### config.mk
export PLATFORM = sky130hd
export DESIGN_NAME = fwd_select
export DESIGN_NICKNAME = d
export VERILOG_FILES = /design/src/rtl/fwd_select.sv
export SDC_FILE = /design/constraint.sdc
export NUM_CORES = 1
export LEC_CHECK = 0
export BUFFER_PORTS_ARGS = -buffer_cell sky130_fd_sc_hd__clkbuf_2
export CAP_MARGIN = 25
export CORE_AREA = 2 2 137 139
export DETAILED_ROUTE_END_ITERATION = 6
export DIE_AREA = 0 0 139 141
export SETUP_SLACK_MARGIN = 0.1
export SYNTH_ARGS = -nofsm -noshare
export SYNTH_HDL_FRONTEND = slang
export SYNTH_SLANG_ARGS = --single-unit
### constraint.sdc
create_clock -name vclk -period 3.15
set_input_delay 0.63 -clock vclk [all_inputs]
set_output_delay 0.63 -clock vclk [all_outputs]
set_load 0.01 [all_outputs]
### src/rtl/fwd_select.sv
module fwd_select #(
  parameter int DATA_W   = 32,
  parameter int INSTR_W  = 32,
  parameter int OP_BITS  = 3,
  parameter int REG_BITS = 3,
  parameter int OP_LSB   = 22,
  parameter int S0_LSB   = 19,
  parameter int S1_LSB   = 16,
  parameter int D2_LSB   = 0
) (
  input  logic [INSTR_W-1:0] cons_instr,
  input  logic [INSTR_W-1:0] exm_instr,
  input  logic [INSTR_W-1:0] mwb_instr,
  input  logic [INSTR_W-1:0] wbe_instr,
  input  logic [DATA_W-1:0]  exm_result,
  input  logic [DATA_W-1:0]  mwb_result,
  input  logic [DATA_W-1:0]  wbe_result,
  input  logic [DATA_W-1:0]  dec_a,
  input  logic [DATA_W-1:0]  dec_b,
  output logic [DATA_W-1:0]  opnd_a,
  output logic [DATA_W-1:0]  opnd_b
);
  localparam logic [OP_BITS-1:0] OP_ADD = OP_BITS'(0);
  localparam logic [OP_BITS-1:0] OP_NOR = OP_BITS'(1);
  localparam logic [OP_BITS-1:0] OP_LD  = OP_BITS'(2);
  localparam logic [OP_BITS-1:0] OP_ST  = OP_BITS'(3);
  localparam logic [OP_BITS-1:0] OP_BEQ = OP_BITS'(4);

  function automatic logic [OP_BITS-1:0] op_of(input logic [INSTR_W-1:0] i);
    return i[OP_LSB +: OP_BITS];
  endfunction

  function automatic logic is_alu(input logic [INSTR_W-1:0] i);
    return op_of(i) == OP_ADD || op_of(i) == OP_NOR;
  endfunction

  function automatic logic [REG_BITS-1:0] dest_of(input logic [INSTR_W-1:0] i);
    return (op_of(i) == OP_LD) ? i[S1_LSB +: REG_BITS] : i[D2_LSB +: REG_BITS];
  endfunction

  logic [OP_BITS-1:0]  cop;
  logic [REG_BITS-1:0] src_a, src_b;
  logic                use_a, use_b;
  logic                exm_wr, mwb_wr, wbe_wr;
  logic [REG_BITS-1:0] exm_dst, mwb_dst, wbe_dst;

  assign cop   = op_of(cons_instr);
  assign src_a = cons_instr[S0_LSB +: REG_BITS];
  assign src_b = cons_instr[S1_LSB +: REG_BITS];
  assign use_a = cop == OP_ADD || cop == OP_NOR || cop == OP_LD || cop == OP_ST || cop == OP_BEQ;
  assign use_b = use_a && cop != OP_LD;

  assign exm_wr = is_alu(exm_instr);
  assign mwb_wr = is_alu(mwb_instr) || op_of(mwb_instr) == OP_LD;
  assign wbe_wr = is_alu(wbe_instr) || op_of(wbe_instr) == OP_LD;

  assign exm_dst = dest_of(exm_instr);
  assign mwb_dst = dest_of(mwb_instr);
  assign wbe_dst = dest_of(wbe_instr);

  always_comb begin
    opnd_a = dec_a;
    if (use_a) begin
      if (exm_wr && exm_dst == src_a)      opnd_a = exm_result;
      else if (mwb_wr && mwb_dst == src_a) opnd_a = mwb_result;
      else if (wbe_wr && wbe_dst == src_a) opnd_a = wbe_result;
    end
  end

  always_comb begin
    opnd_b = dec_b;
    if (use_b) begin
      if (exm_wr && exm_dst == src_b)      opnd_b = exm_result;
      else if (mwb_wr && mwb_dst == src_b) opnd_b = mwb_result;
      else if (wbe_wr && wbe_dst == src_b) opnd_b = wbe_result;
    end
  end
endmodule


==> qor.yml, run 1 <==
yosys:
  synth_top_area_share_pct: 14.8
  yosys_warnings: 0
  ys_types: 34
  synth-seq-area-share_pct: 0
  yosysTopAreaCell: "o31ai_1"
  syn_inst: 511
  syn_area_sq_mm: 0.00324
  synth_nets: 799
  synth.area.top_cells: "o31ai_1 (15%), a221o_1 (9.9%), a211oi_1 (7.4%)"
  avgSynthCellArea_sq_um: 6.35
power_and_ir_drop:
  p_sw_share_pct: 55.0
  pwr_density_cell_mw_per_mm2: 196
  pwr-share-comb_pct: 100.0
  internal-power_uw: 564
  clkPwrFrac_pct: 0
  seqPwrFrac_pct: 0
  p_switching_uw: 690
  peakVddDrop_uv: 87.9
  p_leak_nw: 2.72
grt:
  grt_pass1_wl_microns: 31600
  grt_start_max_net_pins: 57
  busiest_layer: "met2"
  gr-usage-all-layers_pct: 20.4
  use_met3_pct: 2.14
  antenna_found_initial: 1
  met2_usage_pct: 35.4
  grt_pass1_vias: 5532
  grt_overflow_total: 0
  grtUsageMet1_pct: 26.8
final_layout:
  drive_gt1_share_pct: 57.5
  syn_to_final_growth_pct: 97.5
  seq_cells: 0
  n_clock_buffer: 0
  seq_area_sq_um: 0
  finalNonFillerCells: 1010
  nets: 1065
  layout_common_cells: "clkbuf_2 (231), o31ai_1 (49), a21oi_1 (34), inv_1 (33), nor2_1 (33)"
  layout_commonest_cell: "clkbuf_2"
  postLayoutCellArea_sq_mm: 0.00640
routing:
  routed_via_density: 5.49
  wire_per_inst_microns: 21.4
  num_vias: 5546
  routed_wl_microns: 21600
  dr.pass1.iters: 6
  drc: 0
  antenna_left: 0
  drt_iter0_markers: 309
timing:
  finalHoldViolations: 0
  timing_max_transition_violations_final: 0
  worstMarginPinSlew_ns: 0.666
  post-route-period-util_pct: 110
  setup_violations: 64
  rsz0062_at_grt: "yes"
  fin_crit_ns: 3.47
  fin_ws_ns: -0.317
  slew_headroom_pct: 55.6
  max_freq_mhz: 288
die:
  start_util_pct: 17.8
  dieArea_sq_mm: 0.0196
  fp.coreArea_sq_mm: 0.0183
  die_height_microns: 141
  die_x_microns: 139
  io-pin-count: 352
  placementRows: 50
critical_path:
  worst-path-max-fanout: 17
  cp-startpoint: "wbe_instr[24]"
  cp_data_arrival_time_ns: 2.84
  criticalPathCategory: "in2out"
  crit_required_ns: 2.52
  endpoint_kind: "output port"
  start_kind: "input pin"
hold_path:
  hp-start: "exm_result[23]"
  hold_path_class: "in2out"
  hold_path_depth: 4
  hold_end: "opnd_a[23]"
placement:
  placed_cells: 988
  port_buffers: 259
  place.detailed.hpwl_microns: 15100
  place.gp.congestion: 0.903
  place_area_sq_mm: 0.00534
clock_tree:
  cts_hold_buf: 0
flow_run:
  cap_viol_max_count: 0
status:
  run_status: "finished with violations"
  violations: "negative setup slack"
[kinds of logic after synthesis]
family / Yosys count / synth area share, %
XOR/XNOR: 15 / 4.05
buffers and inverters: 103 / 12.8
AND/OR/NAND/NOR: 120 / 21.4
AO/OA/AOI/OAI: 265 / 58.5
multiplexers: 8 / 3.24
[critical path, stage by stage]
cell and delay [ns]:
buf_8 0.10, or3b_1 0.38, buf_6 0.15, mux2i_4 0.26
buf_6 0.16, xnor2_4 0.09, or3_4 0.37, buf_12 0.17
o211ai_1 0.17, a221o_1 0.21, buf_2 0.14
[area by class of cell]
cell class / instances / area, sq um
tap: 234 / 293
antenna: 1 / 2.50
multi-input combinational: 408 / 3590
fill: 1956 / 11900
timing repair buffer: 334 / 2390
inverter: 33 / 124
[synthesized netlist by cell type (all sizes together)]
| library cell | n |
|---|---|
| o31ai | 64 |
| clkbuf | 61 |
| a21oi | 35 |
| o21ai | 34 |
| inv | 33 |
| nor2 | 33 |
| a211oi | 32 |
| a221o | 32 |
| a22oi | 32 |
| nor2b | 32 |
| nor4 | 32 |
| o211ai | 32 |
| xnor2 | 10 |
| buf | 9 |
| mux2i | 8 |
| nor3b | 8 |
| xor2 | 5 |
| nand2b | 4 |
| or4 | 3 |
| a21o | 2 |
| or3 | 2 |
| a211o | 1 |
| and3 | 1 |
| and3b | 1 |
| and4b | 1 |
| nand3 | 1 |
| nor3 | 1 |
| o21a | 1 |
| or3b | 1 |
[how the worst max path moves through the flow]
stage	endpoint	slack, ns	cells past startpoint
after floorplan	opnd_b[0]	0.02	9
after global placement	opnd_b[28]	-0.44	11
after detailed placement	opnd_a[17]	-0.46	9
after CTS	opnd_b[28]	-0.32	11
after global routing	opnd_b[28]	-0.39	11
final	opnd_b[28]	-0.32	11
[per-layer routing]
metal,vias up,routed length [microns]
li1,2554,-
met2,330,10500
met3,41,1590
met5,-,0
met1,2621,8970
met4,0,539
[per-stage QoR]
step	total power, mW	TNS [ns]	utilization (%)	hold WS, ns	setup WS [ns]
global route	1.33	-20.28	35.1	1.62	-0.392
global placement	1.03	-22.79	29.3	1.60	-0.440
floorplan	0.529	0	-	1.39	0.0194
finish	1.25	-16.08	35.1	1.60	-0.317
CTS	1.19	-16.63	33.6	1.60	-0.324
detailed placement	1.04	-24.06	29.3	1.60	-0.457
[power by group through the flow]
stage | clock network (mW) | registers (mW) | logic, mW
global route | 0.0000000424 | 0 | 1.33
floorplan | 0 | 0 | 0.529
detailed placement | 0 | 0 | 1.04
CTS | 0 | 0 | 1.19
finish | 0.0000000425 | 0 | 1.25
global placement | 0 | 0 | 1.03
[timing repair]
item | CTS | global route
setup buffers | 11 | 4
gates cloned | 8 | 0
gates resized for setup | 92 | 73
pin swaps | 40 | 34
setup endpoints to repair | 64 | 64
Power figures use the tool's default switching activity.
==> run 2, diff against run 1 <==
--- a/config.mk
+++ b/config.mk
@@ -14,3 +14,4 @@
 export SYNTH_ARGS = -nofsm -noshare
 export SYNTH_HDL_FRONTEND = slang
 export SYNTH_SLANG_ARGS = --single-unit
+export TNS_END_PERCENT = 10
==> run 2 against run 1 <==
Against the previous run: the flow still finishes with violations (negative setup slack); combinational power down 5%; global-route usage down 0.57 points; total power down 5.3%; worst setup slack worse by 0.024 ns; critical endpoint is now opnd_b[30].
==> qor.yml, run 2 (same netlist as run 1, synthesis figures left out) <==
placement:
  place.detailed.hpwl_microns: 15600
  port_buffers: 259
  place_area_sq_mm: 0.00536
  pre_cts_ws_ns: -0.481
  placed_cells: 1001
  place.gp.congestion: 0.853
critical_path:
  crit_chain: "clkbuf_8 > or3b_4 > buf_6 > mux2i_4 > xnor2_4 > or3_4 > buf_12 > o211ai_1 > a221o_1 > buf_2"
  cp_data_arrival_time_ns: 2.86
  path_delay_family: "simple AND/OR/NAND/NOR gates"
  slowest_delay_ns: 0.43
  criticalPathCategory: "in2out"
  crit_required_ns: 2.52
  cp-startpoint: "wbe_instr[24]"
  start_kind: "input pin"
  endpoint_kind: "output port"
  cp_num_buf_inv: 4
  critPathSlowestCell: "or3b_4"
  worst-path-max-fanout: 18
power_and_ir_drop:
  p_leak_nw: 2.59
  pwr-share-comb_pct: 100.0
  seqPwrFrac_pct: 0
  pwr_density_cell_mw_per_mm2: 198
  internal-power_uw: 527
  p_switching_uw: 661
  p_sw_share_pct: 55.6
  clkPwrFrac_pct: 0
  peakVddDrop_uv: 76.8
grt:
  grt_overflow_total: 0
  antenna_found_initial: 0
  gr-usage-all-layers_pct: 19.9
  grt_pass1_wl_microns: 31200
  grt_pass1_vias: 5719
  grt_start_max_net_pins: 33
hold_path:
  hold_path_class: "in2out"
  hp-start: "exm_result[30]"
timing:
  worstMarginPinSlew_ns: 0.543
  fin_crit_ns: 3.49
  rsz0062_at_grt: "yes"
  post-route-period-util_pct: 111
  fin_ws_ns: -0.342
  max_freq_mhz: 286
  setup_violations: 64
  finalHoldViolations: 0
  slew_headroom_pct: 63.8
  timing_max_transition_violations_final: 0
  fin_tns_setup_ns: -16.42
die:
  dieArea_sq_mm: 0.0196
  die_x_microns: 139
  fp.coreArea_sq_mm: 0.0183
  io-pin-count: 352
  die_height_microns: 141
  start_util_pct: 17.8
  placementRows: 50
routing:
  num_vias: 5692
  routed_wl_microns: 21500
  drt_iter0_markers: 459
  antenna_left: 0
  routed_via_density: 5.65
  dr.pass1.iters: 5
  drc: 0
  wire_per_inst_microns: 21.3
final_layout:
  n_clock_buffer: 0
  seq_cells: 0
  layout_commonest_cell: "clkbuf_2"
  nets: 1063
  final_util_pct: 32.8
  postLayoutCellArea_sq_mm: 0.00599
  n_fill_cell: 1993
  finalNonFillerCells: 1007
  layout_common_cells: "clkbuf_2 (246), o31ai_1 (57), buf_4 (41)"
  drive_gt1_share_pct: 54.3
  syn_to_final_growth_pct: 84.6
  antenna_cells: 0
  seq_area_sq_um: 0
flow_run:
  cap_viol_max_count: 0
status:
  run_status: "finished with violations"
  violations: "negative setup slack"
run 2: path summary, 6_finish.rpt:
kind    endpoint  slack (ns)  cells after the start
max   opnd_b[30]       -0.34                     10
min   opnd_a[30]        1.61                      4
run 2: what timing repair did:
item,CTS,global route
pin swaps,17,17
hold buffers,0,0
endpoints found under the setup margin,64,64
gates cloned,0,1
hold endpoints to repair,0,0
setup buffers,3,2
gates resized for setup,63,56
run 2: worst min-delay path, stage by stage:
cell	delay, ns
clkbuf_2	0.09
a22oi_1	0.06
o21ai_1	0.06
buf_2	0.13
run 2: area by class of cell:
type                            count  area, sq um  area share (%)
Tap cell                          234          293            4.89
Multi-Input combinational cell    408         3380            56.5
Timing Repair Buffer              332         2190            36.6
Inverter                           33          124            2.07
run 2: power by group through the flow:
stage          combinational [mW]  clock [mW]  sequential (mW)
2_1_floorplan               0.508           0                0
3_3_place_gp                 1.04           0                0
3_5_place_dp                 1.04           0                0
4_1_cts                      1.11           0                0
5_1_grt                      1.26           0                0
6_report                     1.19           0                0
run 2: routing by layer:
metal,vias up,track usage [%],share of wire [%]
met2,399,35.0,48
met4,0,7.39,2.7
li1,2566,-,-
met1,2670,24.3,40
met5,-,0,0
met3,57,3.33,9.2
run 2: per-stage QoR:
step                hold slack [ns]  power [mW]
floorplan                      1.42       0.508
detailed placement             1.60        1.04
CTS                            1.61        1.11
global route                   1.63        1.26
finish                         1.61        1.19
global placement               1.61        1.04
==> run 3, diff against run 2 <==
--- a/config.mk
+++ b/config.mk
@@ -7,10 +7,11 @@
 export LEC_CHECK = 0
 export BUFFER_PORTS_ARGS = -buffer_cell sky130_fd_sc_hd__clkbuf_2
 export CAP_MARGIN = 25
-export CORE_AREA = 2 2 137 139
+export CORE_AREA = 2 2 136 138
 export DETAILED_ROUTE_END_ITERATION = 6
-export DIE_AREA = 0 0 139 141
+export DIE_AREA = 0 0 138 140
 export SETUP_SLACK_MARGIN = 0.1
+export SLEW_MARGIN = 20
 export SYNTH_ARGS = -nofsm -noshare
 export SYNTH_HDL_FRONTEND = slang
 export SYNTH_SLANG_ARGS = --single-unit
==> constraint.sdc (replaced) <==
create_clock -name vclk -period 4.1
set_input_delay 0.82 -clock vclk [all_inputs]
set_output_delay 0.82 -clock vclk [all_outputs]
set_load 0.01 [all_outputs]
==> run 3 against run 2 <==
Against the previous run: the run now ends clean; global-route usage down 1.0 points; die area down 1.4%; worst setup slack better by 0.52 ns; sequential cell count unchanged; combinational power down 37%; sequential share of layout area unchanged; cell count down 3.9%; critical endpoint is now opnd_a[9].
==> qor.yml, run 3 (same netlist as run 1, synthesis figures left out) <==
timing:
  max_freq_mhz: 255
  finalHoldViolations: 0
  slew_headroom_pct: 43.2
  post-route-period-util_pct: 95.7
  rsz0062_at_grt: "yes"
  holdWs_ns: 1.99
  timing_max_transition_violations_final: 0
  worstMarginPinSlew_ns: 0.852
  fin_crit_ns: 3.92
  setup_violations: 0
final_layout:
  layout_common_cells: "clkbuf_2 (259), o31ai_1 (62), buf_4 (36), a21oi_1 (34)"
  seq_area_sq_um: 0
  seq_cells: 0
  n_clock_buffer: 0
  finalNonFillerCells: 968
  n_fill_cell: 1997
  antenna_cells: 0
  drive_gt1_share_pct: 43.7
  nets: 1029
  layout_commonest_cell: "clkbuf_2"
  syn_to_final_growth_pct: 53.7
critical_path:
  endpoint_kind: "output port"
  crit_required_ns: 3.28
  criticalPathCategory: "in2out"
  start_kind: "input pin"
  cp_data_arrival_time_ns: 3.10
  worst-path-max-fanout: 17
routing:
  wire_per_inst_microns: 20.7
  antenna_left: 0
  drt_iter0_markers: 407
  routed_wl_microns: 20000
  dr.pass1.iters: 7
  routed_via_density: 5.62
  drc: 0
  num_vias: 5442
die:
  io-pin-count: 352
  start_util_pct: 18.2
  die_height_microns: 140
  placementRows: 49
  fp.coreArea_sq_mm: 0.0178
  die_x_microns: 138
  dieArea_sq_mm: 0.0193
clock_tree:
  cts_hold_buf: 0
flow_run:
  cap_viol_max_count: 0
placement:
  place.detailed.hpwl_microns: 15000
  placed_cells: 968
  place.gp.congestion: 0.867
  port_buffers: 259
grt:
  grt_pass1_vias: 5356
  grt_start_max_net_pins: 35
  antenna_found_initial: 1
  grt_pass1_wl_microns: 29700
  grt_overflow_total: 0
  gr-usage-all-layers_pct: 18.8
status:
  run_status: "completed"
power_and_ir_drop:
  p_leak_nw: 2.23
  peakVddDrop_uv: 61.2
  pwr_density_cell_mw_per_mm2: 151
hold_path:
  hold_path_class: "in2out"
run 3: per-stage QoR:
stage	utilization [%]	setup TNS (ns)	setup slack, ns	instance area (sq um)	power [mW]
floorplan	-	0	0.456	3240	0.386
finish	28.0	0	0.177	4980	0.752
global placement	27.8	-0.0582	-0.0174	4940	0.726
detailed placement	27.8	0	0.147	4950	0.729
global route	28.0	0	0.0677	4980	0.800
CTS	27.8	0	0.134	4950	0.732
run 3: routing by layer:
metal  GRT usage, %  vias up  share of wire [%]
li1               -     2486                  -
met1           22.8     2504                 39
met2           34.8      406                 49
met3           2.43       46                9.1
met4           5.32        0                2.5
met5              0        -                  0
run 3: area by class of cell:
cell class	instances	area (sq um)	share of cell area, %
multi-input cells	408	2960	59.3
repair buffers	298	1620	32.5
well taps	229	287	5.75
inverters	33	124	2.48
run 3: what timing repair did:
| action | in CTS | in global routing |
|---|---|---|
| endpoints found under the setup margin | 0 | 51 |
| setup buffers | 0 | 0 |
| resized for setup | 0 | 9 |
run 3: power by group:
part	leakage [nW]	internal [mW]	total [mW]	switching, mW
combinational	2.23	0.306	0.752	0.446
clock	0	0	0	0
sequential	0	0	0	0
run 3: final timing paths:
path | start | to | slack (ns) | depth (start not counted)
worst max-delay path | wbe_instr[22] | opnd_a[9] | 0.18 | 9
worst min-delay path | exm_result[0] | opnd_a[0] | 1.99 | 4
run 3: worst max-delay path: stages:
cell,delay (ns)
clkbuf_2,0.12
nor3b_4,0.26
nor3b_1,0.07
or4_2,0.68
or3_1,0.36
buf_4,0.23
a211oi_1,0.26
o21ai_1,0.12
clkbuf_2,0.15
